<file path="src/rtl/fct_pkg.sv">
package fct_pkg;
  typedef enum logic [1:0] {
    SRC_4K  = 2'd0,
    SRC_64  = 2'd1,
    SRC_1S  = 2'd2,
    SRC_1M  = 2'd3
  } src_rate_e;
endpackage

</file>
<file path="src/rtl/fct_src_mux.sv">
module fct_src_mux #(
  parameter int SEL_W = 2,
  localparam int NUM_SRC = 1 << SEL_W
) (
  input  logic [NUM_SRC-1:0] src_stb,
  input  logic [SEL_W-1:0]   src_sel,
  output logic               tick
);
  always_comb begin
    tick = 1'b0;
    for (int i = 0; i < NUM_SRC; i++) begin
      if (src_sel == SEL_W'(i)) tick = src_stb[i];
    end
  end
endmodule

</file>
<file path="src/rtl/fct_down_counter.sv">
module fct_down_counter #(
  parameter int CNT_W = 12
) (
  input  logic             clk,
  input  logic             rst,
  input  logic             run_en,
  input  logic             tick,
  input  logic [CNT_W-1:0] preset,
  output logic             expire
);
  logic [CNT_W-1:0] cnt;
  logic             en_q;

  always_ff @(posedge clk) begin
    if (rst) begin
      cnt    <= '0;
      en_q   <= 1'b0;
      expire <= 1'b0;
    end else begin
      en_q   <= run_en;
      expire <= 1'b0;
      if (run_en && !en_q) begin
        cnt <= preset;
      end else if (run_en && tick) begin
        if (preset == '0) begin
          cnt <= '0;
        end else if (cnt == CNT_W'(1)) begin
          expire <= 1'b1;
          cnt    <= preset;
        end else if (cnt == '0) begin
          cnt <= preset;
        end else begin
          cnt <= cnt - CNT_W'(1);
        end
      end
    end
  end


  stopped_quiet_chk: assert property (@(posedge clk) disable iff (rst)
    !run_en |=> !expire);


  zero_preset_chk: assert property (@(posedge clk) disable iff (rst)
    (preset == '0) |=> !expire);


  reload_chk: assert property (@(posedge clk) disable iff (rst)
    expire |-> (cnt == $past(preset)));


  start_load_chk: assert property (@(posedge clk) disable iff (rst)
    $rose(run_en) |=> !expire);
endmodule

</file>
<file path="src/rtl/fct_irq_ctl.sv">
module fct_irq_ctl #(
  parameter int SEL_W      = 2,
  parameter int SHORT_HOLD = 1,
  parameter int LONG_HOLD  = 64,
  localparam int HOLD_W    = $clog2(LONG_HOLD + 1)
) (
  input  logic             clk,
  input  logic             rst,
  input  logic             expire,
  input  logic             irq_en,
  input  logic             flag_clr,
  input  logic             half_stb,
  input  logic [SEL_W-1:0] src_sel,
  output logic             flag,
  output logic             irq_n
);
  import fct_pkg::*;

  logic [HOLD_W-1:0] hold;
  logic              fast_src;

  assign fast_src = (src_sel == SEL_W'(SRC_4K));

  always_ff @(posedge clk) begin
    if (rst) begin
      flag <= 1'b0;
    end else if (expire) begin
      flag <= 1'b1;
    end else if (flag_clr) begin
      flag <= 1'b0;
    end
  end

  always_ff @(posedge clk) begin
    if (rst) begin
      irq_n <= 1'b1;
      hold  <= '0;
    end else if (!irq_en) begin
      irq_n <= 1'b1;
      hold  <= '0;
    end else if (expire) begin
      irq_n <= 1'b0;
      hold  <= fast_src ? HOLD_W'(SHORT_HOLD) : HOLD_W'(LONG_HOLD);
    end else if (!irq_n && half_stb) begin
      if (hold <= HOLD_W'(1)) begin
        irq_n <= 1'b1;
        hold  <= '0;
      end else begin
        hold <= hold - HOLD_W'(1);
      end
    end
  end


  reset_state_chk: assert property (@(posedge clk)
    rst |=> (irq_n && !flag));


  flag_sticky_chk: assert property (@(posedge clk) disable iff (rst)
    (flag && !flag_clr) |=> flag);


  irq_assert_chk: assert property (@(posedge clk) disable iff (rst)
    (expire && irq_en) |=> (!irq_n && flag));


  irq_masked_chk: assert property (@(posedge clk) disable iff (rst)
    !irq_en |=> irq_n);


  irq_hold_chk: assert property (@(posedge clk) disable iff (rst)
    (!irq_n && irq_en && !half_stb) |=> !irq_n);
endmodule

</file>
<file path="src/rtl/fixed_cycle_timer.sv">
module fixed_cycle_timer #(
  parameter int LO_W       = 8,
  parameter int HI_W       = 4,
  parameter int SEL_W      = 2,
  parameter int SHORT_HOLD = 1,
  parameter int LONG_HOLD  = 64
) (
  input  logic                     clk,
  input  logic                     rst,
  input  logic [(1 << SEL_W)-1:0]  src_stb,
  input  logic                     half_stb,
  input  logic [LO_W-1:0]          preset_lo,
  input  logic [HI_W-1:0]          preset_hi,
  input  logic [SEL_W-1:0]         src_sel,
  input  logic                     run_en,
  input  logic                     irq_en,
  input  logic                     flag_clr,
  output logic                     expiry_flag,
  output logic                     irq_n
);
  localparam int CNT_W = LO_W + HI_W;

  logic             tick;
  logic             expire;
  logic [CNT_W-1:0] preset;

  assign preset = {preset_hi, preset_lo};

  fct_src_mux #(.SEL_W(SEL_W)) u_mux (
    .src_stb (src_stb),
    .src_sel (src_sel),
    .tick    (tick)
  );

  fct_down_counter #(.CNT_W(CNT_W)) u_cnt (
    .clk    (clk),
    .rst    (rst),
    .run_en (run_en),
    .tick   (tick),
    .preset (preset),
    .expire (expire)
  );

  fct_irq_ctl #(
    .SEL_W      (SEL_W),
    .SHORT_HOLD (SHORT_HOLD),
    .LONG_HOLD  (LONG_HOLD)
  ) u_irq (
    .clk      (clk),
    .rst      (rst),
    .expire   (expire),
    .irq_en   (irq_en),
    .flag_clr (flag_clr),
    .half_stb (half_stb),
    .src_sel  (src_sel),
    .flag     (expiry_flag),
    .irq_n    (irq_n)
  );
endmodule

</file>
<file path="config.mk">
export PLATFORM = sky130hd
export DESIGN_NAME = fixed_cycle_timer
export DESIGN_NICKNAME = d
export VERILOG_FILES = /design/src/rtl/fct_pkg.sv /design/src/rtl/fct_src_mux.sv /design/src/rtl/fct_down_counter.sv /design/src/rtl/fct_irq_ctl.sv /design/src/rtl/fixed_cycle_timer.sv
export SDC_FILE = /design/constraint.sdc
export NUM_CORES = 1
export LEC_CHECK = 0
export BUFFER_PORTS_ARGS = -buffer_cell sky130_fd_sc_hd__clkbuf_2
export CORE_ASPECT_RATIO = 1.75
export CORE_MARGIN = 4
export CORE_UTILIZATION = 50
export DETAILED_ROUTE_END_ITERATION = 7
export GPL_TIMING_DRIVEN = 0
export PLACE_DENSITY_LB_ADDON = 0.25
export SYNTH_ARGS = -nofsm -noshare
export SYNTH_HDL_FRONTEND = slang
export SYNTH_SLANG_ARGS = --single-unit
export TNS_END_PERCENT = 50
</file>
<file path="constraint.sdc">
create_clock -name clk -period 1.92 [get_ports clk]
set_input_delay 0 -clock clk [delete_from_list [all_inputs] [get_ports clk]]
set_output_delay 0 -clock clk [all_outputs]
set_load 0.005 [all_outputs]
</file>
## Word-level counts from Yosys, hierarchy flattened

Cells that the tools add are included.

- Logic and storage cells: 49
- Input bits: 24
- Register bits after elaboration: 23
- Output and inout bits: 2

- Bitwise gates (word level): 2
- Reductions and logical operators: 15
- Magnitude comparators: 1
- $add $sub $neg: 2
- Muxes and demuxes: 19
- Equality and inequality tests: 4

Operators with widths:

| kind | count |
|---|---|
| $mux 12 | 5 |
| $mux 7 | 4 |
| $logic_not 12->1 | 2 |
| $eq 12x1->1 const B | 1 |
| $sub 12x1->12 const B | 1 |
| $mux 1 | 10 |
| $reduce_bool 2->1 | 4 |
| $le 7x1->1 const B | 1 |
| $sub 7x1->7 const B | 1 |
| $eq 2x2->1 const B | 2 |
| $reduce_or 4->1 | 1 |
| $logic_and 1x1->1 | 3 |
| $eq 2x1->1 const B | 1 |
| $logic_not 1->1 | 2 |
| $logic_not 2->1 | 1 |
| $not 1->1 | 2 |
| $reduce_and 2->1 | 1 |
| $reduce_or 2->1 | 1 |

## Depth between registers and ports, before layout

- Depth after elaboration: 8
- Mapped depth: 7

## By module

Synthesis repeated with hierarchy kept, for this count alone.

- Cells, all modules: 172
- Area, all modules: 1,476.4 µm²

Modules (own cells, without submodules):

| module | instances | cells an instance | area each (µm²) | sequential area each (µm²) |
|---|---|---|---|---|
| fct_down_counter | 1 | 117 | 975.9 | 280.3 |
| fct_irq_ctl | 1 | 54 | 478.0 | 180.2 |
| fct_src_mux | 1 | 1 | 22.5 | 0.0 |

## Least setup slack after synthesis

Ideal clock, no wire load.

- Path kind: flip-flop to flip-flop
- Start point: register u_cnt.cnt[2]
- End point: register u_cnt.cnt[5]
- Cell stages (with the launch flop): 7
- Data arrival time: 1.927 ns
- Data required time: 1.829 ns
- Setup time: 0.091 ns
- Clock period less this slack: 2.018 ns
- Slack: -0.098 ns
- Cell sequence: dfxtp_1 -> or4_4 -> or2_4 -> or2_0 -> buf_6 -> a211o_1 -> a311oi_1

- Longest elaborated chain between the ends: 6

RTL lines:

| what | line | text |
|---|---|---|
| start: declaration | fct_down_counter.sv:11 | `logic [CNT_W-1:0] cnt;` |
| start signal: assignment | fct_down_counter.sv:23 | `cnt <= preset;` |
| start signal: assignment | fct_down_counter.sv:29 | `cnt <= preset;` |
| start signal: assignment | fct_down_counter.sv:31 | `cnt <= preset;` |
| $sub 12x1->12 or $logic_not 12->1 (tied branches) | fct_down_counter.sv:33, fct_down_counter.sv:30 |  |
| $mux 12 | fct_down_counter.sv:30 | `end else if (cnt == '0) begin` |
| $mux 12 * | fct_down_counter.sv:27 | `end else if (cnt == CNT_W'(1)) begin` |
| $mux 12 * | fct_down_counter.sv:25 | `if (preset == '0) begin` |
| $mux 12 * | fct_down_counter.sv:24 | `end else if (run_en && tick) begin` |
| $mux 12 * | fct_down_counter.sv:22 | `if (run_en && !en_q) begin` |

Mark *: on every way between the ends. The rest lies on a longest branch, timed or not. The select of a mux whose other input is x is not followed.
A chain may end at the register's enable or synchronous reset.

## Worst setup path after layout

- Start point: register u_cnt.cnt[3]
- End point: register u_cnt.cnt[5]

Same word-level chain as after synthesis.

==> metrics.txt <==
hold-critical path endpoint u_irq.flag; n_diodes 0; Leak 0.693 nW; largest net degree at the start of global routing 14; grt ovf 0; initial core utilization 51.6%; ys flop type dfxtp_1; clock sink total 23; slowest cell on the critical path or4_4; Reg clk slew, reported paths 0.09 ns; Vias 1589; relative max-transition margin 59.1%; worst-margin pin slew 0.610 ns; IO Port Bufs 25; post-route setup TNS -0.510 ns; Final setup viols 10; #FFs+latches synth 23; standard-cell row count 26; RSZ-0062 raised after global routing true; fin area 0.00181 sq mm; Yosys top cell by area dfxtp_1; vias per cell 6.18; Clock Latency Late Sink 0.27 ns; number of hold violations in the final report 1; Post-synth EDFFs 0; CTS Buffer Depth 2; GPL Wtd Cong 0.978; period utilisation layout 107%; Overall Global Routing Usage 22.6%; crit path launch type register; worst r2r dst u_cnt.cnt[5]; Worst EP arrival 2.22 ns; hold path start flag_clr; clk_skew 0.00750 ns; Routed wire per std cell 16.4 um; required time worst endpoint 2.10 ns; Synth top cells by count 26 x nor2_1, 23 x dfxtp_1, 22 x o21ai_0; antenna violations before repair 0; synthesized instance count 193; worst setup margin -0.128 ns; H-Tree Depth 1; critical path class register to register; fillcell total 264; first-pass GRT wire length 7180 um; Post-DRT Antenna Nets 0; initial drt markers 48; max_cap viols 0; DR pass1 iterations 4; CP Capture Type register; core area 0.00293 sq mm; DRC violations left 0; die area 0.00400 sq mm; final wirelength 4200 um; Die X 49.5 um; Hold Crit Class input pin to register; max-slew violations 0; clock tree from TritonCTS yes; post-synth net total 222; Critical Path Fanout Max 5; Hold Crit Depth 4; post-synthesis cell type count 42; top-count cell post-synth nor2_1; die height 80.7 um; peak supply drop 0.410 mV; Mapped Avg Cell Area 7.82 sq um; top cells by area, synth dfxtp_1 30%, o21ai_0 7.3%, nor2_1 6.5%; Clk Tree Root Cell clkbuf_8; violated checks hold timing, setup timing; vias in the first global route 1638; Top Ports 26; mapped cell area 0.00151 sq mm; reg-to-reg slack, setup -0.13 ns; yosys warns 0; post-synth top area share 30.5%; HPWL Detailed 3130 um; fmax 0.488 GHz; Most common cell on crit path or2_4; Synth async-reset ratio 0%; pwr dens 685 mW/mm^2; R2R cell count 5; cell area after placement 0.00167 sq mm; WHS -0.000826 ns; CP Cell Sequence or4_4 > or2_4 > or2_4 > a211o_1 > a311oi_1; post-synthesis sequential area ratio 30.5%; R2R Path Start u_cnt.cnt[3]; nets 259; Layout area overhead 19.9%; layout cell share with drive strength beyond 1 22.7%; cell family with most CP delay simple AND/OR/NAND/NOR gates; outcome finished with violations; Max stage delay on crit path 0.54 ns; WP buf/inv 0; post-layout min period 2.05 ns; CTS buffer count 3
[routing by layer]
layer | routed length [um] | vias up | global-route usage [%]
met5 | 0 | - | 0
met4 | 142 | 0 | 14.1
met3 | 169 | 16 | 2.04
met2 | 2310 | 51 | 43.8
met1 | 1590 | 728 | 22.5
li1 | - | 794 | -
[worst register-to-register path, stage by stage (launching register included)]
cell	delay, ns
dfxtp_2	0.33
or4_4	0.54
or2_4	0.27
or2_4	0.28
a211o_1	0.26
a311oi_1	0.27
[cells in the final DEF, fill, tap and decap left out, types with 3 or more instances in the layout]
| cell | synthesis | routed |
|---|---|---|
| inv_1 | 11 | 11 |
| dfxtp_2 | 0 | 5 |
| clkbuf_8 | 0 | 3 |
| a31oi_1 | 3 | 3 |
| nor3_1 | 6 | 6 |
| dfxtp_1 | 23 | 17 |
| xnor2_1 | 6 | 6 |
| mux2i_1 | 3 | 3 |
| ha_1 | 5 | 5 |
| clkbuf_1 | 6 | 4 |
| nand2_1 | 8 | 8 |
| or3_1 | 3 | 3 |
| o21ai_1 | 0 | 5 |
| o21ai_0 | 22 | 17 |
| xor2_1 | 4 | 4 |
| nand3_1 | 3 | 3 |
| a22oi_1 | 6 | 6 |
| nor4_1 | 5 | 4 |
| clkbuf_2 | 0 | 25 |
| nand2b_1 | 3 | 3 |
| nor2_1 | 26 | 26 |
| o211ai_1 | 7 | 7 |
| a311oi_1 | 7 | 7 |
| buf_4 | 0 | 9 |
| o22ai_1 | 4 | 4 |
| a21oi_1 | 6 | 6 |
[layout make-up]
type / instances / area, sq um / area share [%]
Timing Repair Buffer: 33 / 189 / 10.4
Tap cell: 28 / 35.0 / 1.94
Inverter: 11 / 41.3 / 2.28
Buffer: 6 / 30.0 / 1.66
Multi-Input combinational cell: 152 / 998 / 55.1
Clock inverter: 1 / 5.00 / 0.276
Clock buffer: 3 / 41.3 / 2.28
Sequential cell: 23 / 470 / 26.0
[power by group]
part | switching, mW | internal, mW | leakage, nW
combinational | 0.208 | 0.181 | 0.477
sequential | 0.0345 | 0.503 | 0.190
clock | 0.169 | 0.145 | 0.0255
total | 0.411 | 0.830 | 0.693
[through the flow]
step                      hold slack [ns]  setup WS [ns]  total power, mW  util, %  instances
after floorplan                    0.0679        -0.0980            0.774        -        193
after global placement              0.282         -0.251            0.869     57.1        246
after detailed placement            0.283         -0.279            0.872     57.1        246
after CTS                         0.00231         -0.130             1.22     61.6        257
after global routing               0.0221         -0.156             1.31     61.8        257
final                           -0.000826         -0.128             1.24     61.8        257
[repair_timing]
| item | 4_1_cts | 5_1_grt |
|---|---|---|
| gates resized for setup | 11 | 15 |
| cloned | 0 | 0 |
| setup buffers | 7 | 1 |
| setup endpoints to repair | 13 | 12 |
| hold buffers | 0 | 0 |
| pin swaps | 7 | 12 |
[worst max path at each step]
stage / end / start / cells past startpoint / slack (ns)
after CTS: u_cnt.cnt[5] / u_cnt.cnt[5] / 6 / -0.13
after global placement: u_cnt.cnt[11] / u_cnt.cnt[2] / 5 / -0.25
after floorplan: u_cnt.cnt[5] / u_cnt.cnt[2] / 6 / -0.1
after global routing: u_cnt.cnt[5] / u_cnt.cnt[3] / 5 / -0.16
final: u_cnt.cnt[5] / u_cnt.cnt[3] / 5 / -0.13
after detailed placement: u_cnt.cnt[11] / u_cnt.cnt[2] / 5 / -0.28
[kinds of logic (layout without fill, tap and decap cells)]
group	Yosys count	count (layout)	share of synthesized area (%)
AOI/OAI and AO/OA	70	70	31.6
and+or+nand+nor	64	64	21.0
DFF	23	23	30.5
buffers and inverters	18	54	4.97
xor gates and xnor gates	10	10	5.80
adders and majority gates	5	5	4.14
muxes	3	3	1.99
[state kept, by name, summed over array words and instances, names as in the netlist]
register and flops:
u_irq.hold 7, u_cnt.cnt 12, u_irq.flag 1, u_cnt.en_q 1, u_irq.irq_n 1, u_cnt.expire 1
Power figures use the tool's default switching activity.
